$ cat src/rtl/gpio_bank_pkg.sv
// Shared constants for the GPIO mode bank: register offsets, the lock key
// and the encoding of a pin's drive mode pair.
package gpio_bank_pkg;
    localparam int unsigned REG_W = 32;

    localparam logic [7:0] OFF_DATA_IN   = 8'h04;
    localparam logic [7:0] OFF_MODE1     = 8'h08;
    localparam logic [7:0] OFF_MODE0     = 8'h0C;
    localparam logic [7:0] OFF_DATA_SET  = 8'h14;
    localparam logic [7:0] OFF_DATA_CLR  = 8'h18;
    localparam logic [7:0] OFF_MODE1_CLR = 8'h50;
    localparam logic [7:0] OFF_MODE0_SET = 8'h54;
    localparam logic [7:0] OFF_MODE0_CLR = 8'h58;
    localparam logic [7:0] OFF_LOCK      = 8'h60;

    localparam logic [15:0] LOCK_KEY     = 16'hD42F;
    localparam logic [15:0] LOCK_RELEASE = 16'h0000;

    // {mode1,mode0} encoding of one pin
    typedef enum logic [1:0] {
        PM_INPUT   = 2'b00,
        PM_PUSH    = 2'b01,
        PM_OD_LOW  = 2'b10,
        PM_OD_HIGH = 2'b11
    } pin_mode_e;
endpackage

$ cat src/rtl/gpio_bank_lock.sv
// Mode write-protect lock. Activated by the key in the low half-word,
// released by zero; any other value is ignored.
// Assumes: address compare on the low 8 bits of the offset.
module gpio_bank_lock
    import gpio_bank_pkg::*;
#(
    parameter int unsigned ADDR_W = 8
) (
    input  logic              clk,
    input  logic              rst_n,
    input  logic              we,
    input  logic [ADDR_W-1:0] addr,
    input  logic [15:0]       key_field,
    output logic              lock_active
);
    logic hit;

    // Address decode for the lock register
    always_comb hit = we && (addr[7:0] == OFF_LOCK);

    // Lock state update on key or release value only
    always_ff @(posedge clk) begin
        if (!rst_n) begin
            lock_active <= 1'b0;
        end else if (hit) begin
            if (key_field == LOCK_KEY)
                lock_active <= 1'b1;
            else if (key_field == LOCK_RELEASE)
                lock_active <= 1'b0;
        end
    end
endmodule

$ cat src/rtl/gpio_bank_regs.sv
// Mode words and output data word of the bank. Mode writes, direct or
// through aliases, apply only while the lock is active. Data changes through
// write-one set/clear strobes.
// Assumes: NPINS <= 32; upper write-data bits are discarded by the caller.
module gpio_bank_regs
    import gpio_bank_pkg::*;
#(
    parameter int unsigned NPINS  = 32,
    parameter int unsigned ADDR_W = 8
) (
    input  logic              clk,
    input  logic              rst_n,
    input  logic              we,
    input  logic [ADDR_W-1:0] addr,
    input  logic [NPINS-1:0]  wbits,
    input  logic              lock_active,
    output logic [NPINS-1:0]  mode0,
    output logic [NPINS-1:0]  mode1,
    output logic [NPINS-1:0]  dout
);
    logic mode_we;

    // Mode writes are permitted only under the lock
    always_comb mode_we = we && lock_active;

    // Mode word updates: direct writes and set/clear aliases
    always_ff @(posedge clk) begin
        if (!rst_n) begin
            mode0 <= '0;
            mode1 <= '0;
        end else if (mode_we) begin
            unique case (addr[7:0])
                OFF_MODE1:     mode1 <= wbits;
                OFF_MODE0:     mode0 <= wbits;
                OFF_MODE1_CLR: mode1 <= mode1 & ~wbits;
                OFF_MODE0_SET: mode0 <= mode0 | wbits;
                OFF_MODE0_CLR: mode0 <= mode0 & ~wbits;
                default: ;
            endcase
        end
    end

    // Output data word: write-one-to-set and write-one-to-clear
    always_ff @(posedge clk) begin
        if (!rst_n) begin
            dout <= '0;
        end else if (we) begin
            if (addr[7:0] == OFF_DATA_SET)
                dout <= dout | wbits;
            else if (addr[7:0] == OFF_DATA_CLR)
                dout <= dout & ~wbits;
        end
    end
endmodule

$ cat src/rtl/gpio_in_sync.sv
// Multi-stage synchronizer for asynchronous pad inputs.
// Assumes: STAGES >= 2; each bit is synchronized on its own.
module gpio_in_sync #(
    parameter int unsigned WIDTH  = 32,
    parameter int unsigned STAGES = 2
) (
    input  logic             clk,
    input  logic             rst_n,
    input  logic [WIDTH-1:0] d_async,
    output logic [WIDTH-1:0] q_sync
);
    logic [WIDTH-1:0] stage_q [STAGES];

    // Shift chain of flops, cleared by reset
    always_ff @(posedge clk) begin
        if (!rst_n) begin
            for (int s = 0; s < STAGES; s++) stage_q[s] <= '0;
        end else begin
            stage_q[0] <= d_async;
            for (int s = 1; s < STAGES; s++) stage_q[s] <= stage_q[s-1];
        end
    end

    // Last stage is the synchronized value
    always_comb q_sync = stage_q[STAGES-1];
endmodule

$ cat src/rtl/gpio_pad_drive.sv
// Per-pin pad driver: maps a mode pair and a data bit to output value and
// output enable.
// Assumes: purely combinational; the pad cell does the tri-stating.
module gpio_pad_drive
    import gpio_bank_pkg::*;
#(
    parameter int unsigned NPINS = 32
) (
    input  logic [NPINS-1:0] mode0,
    input  logic [NPINS-1:0] mode1,
    input  logic [NPINS-1:0] dout,
    output logic [NPINS-1:0] pad_out,
    output logic [NPINS-1:0] pad_oe
);
    for (genvar i = 0; i < NPINS; i++) begin : g_pin
        pin_mode_e pm;

        // Pin mode decode
        always_comb pm = pin_mode_e'({mode1[i], mode0[i]});

        // Drive function of the four modes
        always_comb begin
            unique case (pm)
                PM_INPUT:   begin pad_out[i] = 1'b0;    pad_oe[i] = 1'b0;     end
                PM_PUSH:    begin pad_out[i] = dout[i]; pad_oe[i] = 1'b1;     end
                PM_OD_LOW:  begin pad_out[i] = 1'b0;    pad_oe[i] = ~dout[i]; end
                PM_OD_HIGH: begin pad_out[i] = 1'b1;    pad_oe[i] = dout[i];  end
                default:    begin pad_out[i] = 1'b0;    pad_oe[i] = 1'b0;     end
            endcase
        end
    end
endmodule

$ cat src/rtl/gpio_mode_bank.sv
// Top of the GPIO mode bank: the lock, the registers, the pad drivers and the
// input synchronizer, plus the register read mux.
// Assumes: 1 <= NPINS <= 32; reads are combinational on reg_addr.
module gpio_mode_bank
    import gpio_bank_pkg::*;
#(
    parameter int unsigned NPINS  = 32,
    parameter int unsigned ADDR_W = 8
) (
    input  logic              clk,
    input  logic              rst_n,
    input  logic              reg_we,
    input  logic [ADDR_W-1:0] reg_addr,
    input  logic [31:0]       reg_wdata,
    output logic [31:0]       reg_rdata,
    input  logic [NPINS-1:0]  pad_in,
    output logic [NPINS-1:0]  pad_out,
    output logic [NPINS-1:0]  pad_oe
);
    localparam int unsigned SYNC_STAGES = 2;

    logic             lock_active;
    logic [NPINS-1:0] mode0_r;
    logic [NPINS-1:0] mode1_r;
    logic [NPINS-1:0] dout_r;
    logic [NPINS-1:0] din_sync;

    gpio_bank_lock #(.ADDR_W(ADDR_W)) u_lock (
        .clk         (clk),
        .rst_n       (rst_n),
        .we          (reg_we),
        .addr        (reg_addr),
        .key_field   (reg_wdata[15:0]),
        .lock_active (lock_active)
    );

    gpio_bank_regs #(.NPINS(NPINS), .ADDR_W(ADDR_W)) u_regs (
        .clk         (clk),
        .rst_n       (rst_n),
        .we          (reg_we),
        .addr        (reg_addr),
        .wbits       (reg_wdata[NPINS-1:0]),
        .lock_active (lock_active),
        .mode0       (mode0_r),
        .mode1       (mode1_r),
        .dout        (dout_r)
    );

    gpio_pad_drive #(.NPINS(NPINS)) u_drive (
        .mode0   (mode0_r),
        .mode1   (mode1_r),
        .dout    (dout_r),
        .pad_out (pad_out),
        .pad_oe  (pad_oe)
    );

    gpio_in_sync #(.WIDTH(NPINS), .STAGES(SYNC_STAGES)) u_sync (
        .clk     (clk),
        .rst_n   (rst_n),
        .d_async (pad_in),
        .q_sync  (din_sync)
    );

    // Register read mux; unimplemented bits and offsets read zero
    always_comb begin
        reg_rdata = '0;
        unique case (reg_addr[7:0])
            OFF_DATA_IN: reg_rdata[NPINS-1:0] = din_sync;
            OFF_MODE1:   reg_rdata[NPINS-1:0] = mode1_r;
            OFF_MODE0:   reg_rdata[NPINS-1:0] = mode0_r;
            OFF_LOCK:    reg_rdata[31]        = lock_active;
            default: ;
        endcase
    end
endmodule

$ cat config.mk
export PLATFORM = sky130hd
export DESIGN_NAME = gpio_mode_bank
export DESIGN_NICKNAME = d
export VERILOG_FILES = /design/src/rtl/gpio_bank_pkg.sv /design/src/rtl/gpio_bank_lock.sv /design/src/rtl/gpio_bank_regs.sv /design/src/rtl/gpio_in_sync.sv /design/src/rtl/gpio_pad_drive.sv /design/src/rtl/gpio_mode_bank.sv
export SDC_FILE = /design/constraint.sdc
export NUM_CORES = 1
export LEC_CHECK = 0
export ABC_CLOCK_PERIOD_IN_PS = 1900
export BUFFER_PORTS_ARGS = -buffer_cell sky130_fd_sc_hd__buf_2
export CORE_UTILIZATION = 54
export DETAILED_ROUTE_END_ITERATION = 16
export PLACE_DENSITY_LB_ADDON = 0.05
export SETUP_SLACK_MARGIN = 0.15
export SYNTH_ARGS = -nofsm -noshare
export SYNTH_HDL_FRONTEND = slang
export SYNTH_SLANG_ARGS = --single-unit
$ cat constraint.sdc
create_clock -name clk -period 1.9 [get_ports clk]
set_input_delay 0.19 -clock clk [delete_from_list [all_inputs] [get_ports clk]]
set_output_delay 0.19 -clock clk [all_outputs]
set_load 0.05 [all_outputs]
Word level (Yosys, flattened, before mapping)
Memories as Yosys holds them, arrays and structs flattened.
Index checks and enable logic that the tools add are counted.
W data, S select, Z words.

operators by class
  bitwise gates (word level) = 40
  equal/unequal tests = 106
  multiplexer cells = 76
  reduce and logical (&&, ||, !) cells = 75

operator list
  operator                count
  $pmux W1 S4             33
  $eq A2 B2 Y1 const B    64
  $mux W32                4
  $and A32 B32 Y32        3
  $pmux W1 S3             32
  $pmux W32 S3            1
  $pmux W31 S3            1
  $eq A2 B1 Y1 const B    32
  $logic_not A2 Y1        32
  $or A32 B32 Y32         2
  $pmux W32 S2            1
  $reduce_or A2 Y1        32
  $eq A8 B7 Y1 const B    4
  $not A1 Y1              32
  $not A32 Y32            1
  $eq A16 B16 Y1 const B  1
  $eq A8 B4 Y1 const B    2
  $eq A8 B5 Y1 const B    2
  $logic_not A16 Y1       1
  $eq A8 B3 Y1 const B    1
  $reduce_and A2 Y1       4
  $reduce_bool A2 Y1      3
  $mux W1                 4
  $reduce_bool A3 Y1      1
  2 further kinds         4

word-level totals
  input bits = 75
  memory bits (writable) = 64
  memories kept = 1
  logic and storage cells = 302
  register bits = 97

memory list
  memory          depth  bits a word  rd ports  clocked after memory_dff  write ports  line                source
  u_sync.stage_q  2      32           2         0                         2            gpio_in_sync.sv:12  logic [WIDTH-1:0] stage_q [STAGES];

Longest topological paths before layout
  depth after elaboration = 4
  gate-level depth with buffers = 6
  mapped depth without buffers = 4

By module
Synthesis repeated with hierarchy kept, for this count alone.

unflattened totals
  cell total of the unflattened synthesis = 844
  area, all modules = 8,520.7 um2

modules (own cells, without submodules)
  module          sequential area each (um2)  cells each  times used  area each (um2)
  gpio_bank_regs  1,921.8                     450         1           4,261.6
  gpio_in_sync    1,281.2                     166         1           2,031.9
  gpio_pad_drive  0.0                         96          1           1,201.2
  gpio_mode_bank  0.0                         117         1           894.6
  gpio_bank_lock  20.0                        15          1           131.4

Worst setup path after synthesis
OpenSTA, ideal clock, no wires.

  path kind = input -> output
  start point = in reg_addr[2]
  end point = out reg_rdata[31]
  arrival time = 1,842 ps
  required time = 1,710 ps
  setup slack = -132 ps
  cell stages on the path = 5
  cell sequence = buf_2 -> nor2b_1 -> clkbuf_1 -> a22oi_1 -> o21ai_0

between the ends
  word-level cells in the longest chain between the ends = 2

ends and longest elaborated chain
  what                                        line                  source
  start: declaration                          gpio_mode_bank.sv:13  input logic [ADDR_W-1:0] reg_addr,
  $eq A8 B7 Y1, or another cell as far along  gpio_mode_bank.sv:67  unique case (reg_addr[7:0])
  $pmux W1 S4 (*)                             gpio_mode_bank.sv:67
  end: declaration                            gpio_mode_bank.sv:15  output logic [31:0] reg_rdata,

Mark *: on every way between the ends. The rest lies on a longest branch, timed or not.

Final worst setup path
  start point = reg u_regs.mode0[5]
  end point = out reg_rdata[5]

between the ends
  word-level cells in the longest chain between the ends = 1

ends and longest elaborated chain
  what                      line                  source
  start: declaration        gpio_bank_regs.sv:17  output logic [NPINS-1:0] mode0,
  start signal: assignment  gpio_bank_regs.sv:34  OFF_MODE0: mode0 <= wbits;
  start signal: assignment  gpio_bank_regs.sv:36  OFF_MODE0_SET: mode0 <= mode0 | wbits;
  start signal: assignment  gpio_bank_regs.sv:37  OFF_MODE0_CLR: mode0 <= mode0 & ~wbits;
  $pmux W31 S3              gpio_mode_bank.sv:67

No other way between the ends.

==> impl_metrics.ini <==
[status]
status = completed

[power_and_ir_drop]
vdd_ir_drop_max_mv = 0.612
power_mw = 7.30
leakage_nw = 3.93
powerDensity_mw_per_mm2 = 743

[sta]
finClkSkew_ns = 0.00635
clock.fmax_ghz = 0.582
tns_ns = 0
setup_slack_ns = 0.182
timing.final.crit_share_pct = 90.4
tightest_slew_ns = 0.904
setup_violations = 0
period_minus_slack_ns = 1.72
rsz0062_at_grt = true
hold_violations = 0
slew_headroom_pct = 39.7
slew_viol_final = 0

[grt]
first_global_vias = 6400
grt_usage_pct = 29.2
grt_first_pass_wirelength_mm = 32.8
antenna_found_initial = 3
grt_max_degree = 65
grt-ovfl-total = 0

[route]
ant_nets = 0
dr_total_vias = 6647
drc = 0
drtPass1Iterations = 5
via_per_inst = 5.71
drtIter0Drc = 569
drt_wl_total_mm = 21.1
wl_per_cell_microns = 18.1

[die]
start_util_pct = 56.3
boundaryPins = 171
die_h_microns = 120
dieArea_sq_mm = 0.0145
dieWidth_microns = 120
num_rows = 42
core_area_sq_mm = 0.0135

[logic_synthesis]
synth_top_area_share_pct = 42.5
ys_seq_elements = 161
yosysSeqAreaShare_pct = 42.5
ys.flop_type = dfxtp_1
yosys.cell_types.count = 44
synth_top_cell_by_area = dfxtp_1
synth.net_count = 854
synthTopCellsByArea = dfxtp_1 43%, a22oi_1 6.3%, and2_1 5.4%, a211oi_2 5.0%, mux2_2 4.8%
syn_area_per_cell_sq_um = 9.73
async_flop_share_pct = 0
synth_edf_count = 0
yosysWarningCount = 0
synthCells = 779
netlist_area_sq_mm = 0.00758

[critical_path]
cp-end-kind = primary output
startpoint_type = flip-flop
crit_required_ns = 1.71
reg2reg_depth = 5
critical_path_class = reg -> out
arrival_ns = 1.53
crit_fanout = 5

[cts]
cts_tree = yes
clock_path_buffers = 2
h-tree-depth = 4
clkLatencyLatePin_ns = 0.43
path_clk_slew_ns = 0.07
cts_buffers = 17
root_buffer = clkbuf_16
cts_sinks = 161

[place]
gp_congestion = 0.858
place_ws_ns = 0.00738
dp_hpwl_mm = 13.9
io_buffers = 170

[layout]
synthToLayoutAreaGrowth_pct = 29.6
final_common_cell = dfxtp_1
seqCellArea_sq_mm = 0.00323
nets = 1049
drive_gt1_share_pct = 36.7
final_cell_mix = 159 x dfxtp_1, 151 x buf_2, 65 x and2_1
nFillCells = 1028
multi_input_area_sq_mm = 0.00420

[min_path]
hold_path_depth = 2
hold_class = in -> reg

[flow_run]
drv_cap = 0
-- synth_stat cells (24+ instances only) --
cell      count
a22oi_1      64
nand2_1      35
a21oi_1      32
a211oi_1     34
nor2_1       33
nand2b_1     32
mux2i_1      32
mux2_2       32
nor2b_1      34
a211oi_2     30
dfxtp_1     161
clkbuf_1     24
buf_2        26
xnor2_1      33
o21a_1       32
and2_1       65
-- final timing paths --
check | startpoint | endpoint | slack, ns
worst max register to register | u_lock.lock_active | u_regs.mode0[18] | 0.31
worst min register to register | u_sync.stage_q[0][30] | u_sync.stage_q[0][62] | 0.43
worst min-delay path | reg_wdata[30] | u_regs.mode1[30] | 0.03
worst max-delay path | u_regs.mode0[5] | reg_rdata[5] | 0.18
-- stage by stage --
| stage | util [%] | area (sq um) | cells | hold slack (ns) |
|---|---|---|---|---|
| finish | 73.0 | 9820 | 1165 | 0.0269 |
| global route | 73.0 | 9820 | 1164 | 0.0211 |
| CTS | 71.9 | 9670 | 1161 | 0.00613 |
| detailed placement | 65.2 | 8770 | 1097 | 0.399 |
| global placement | 65.2 | 8770 | 1097 | 0.395 |
| floorplan | - | 7660 | 779 | 0.283 |
-- final cells by class --
cell class	count	area share [%]
diodes	2	0.0510
clock buffers	17	4.33
clock inverters	15	1.53
inverters	2	0.0765
multi-input cells	552	42.8
flip-flops and latches	161	32.8
well taps	176	2.24
repair buffers	240	16.1
-- cell families (layout without fill, tap and decap cells) --
| group | Yosys count | after routing | share of synthesized area, % |
|---|---|---|---|
| other | 0 | 2 | 0 |
| muxes | 64 | 64 | 8.98 |
| buffers and inverters | 66 | 274 | 4.42 |
| xor gates and xnor gates | 33 | 33 | 3.81 |
| AOI/OAI and AO/OA | 229 | 229 | 22.8 |
| and+or+nand+nor | 226 | 226 | 17.4 |
| DFF | 161 | 161 | 42.5 |
-- timing repair --
item	in CTS	in global routing
resized for setup	2	43
hold endpoints to repair	32	0
hold buffers	32	0
setup endpoints to repair	2	29
setup buffers	0	2
-- worst max-delay path, cell delays in order, from the launching register on --
cell and delay (ns):
dfxtp_1 0.36, mux2_2 0.32, a22oi_2 0.16, nor2_2 0.05, clkbuf_4 0.21
-- power by group --
| group | switching [mW] | internal, mW | total (mW) |
|---|---|---|---|
| Combinational | 0.274 | 0.206 | 0.480 |
| Sequential | 0.0192 | 3.44 | 3.46 |
| Clock | 1.52 | 1.84 | 3.36 |
| Total | 1.81 | 5.49 | 7.30 |
-- per-layer routing --
layer  part of all wire [%]  up-vias  wire length, microns  GRT usage [%]
met3                    7.4       29                  1550           7.22
met4                    1.2        0                   262           9.18
li1                       -     3177                     -              -
met5                      0        -                     0              0
met1                     44     3194                  9230           38.0
met2                     48      247                 10100           47.5
Power figures use the tool's default switching activity.
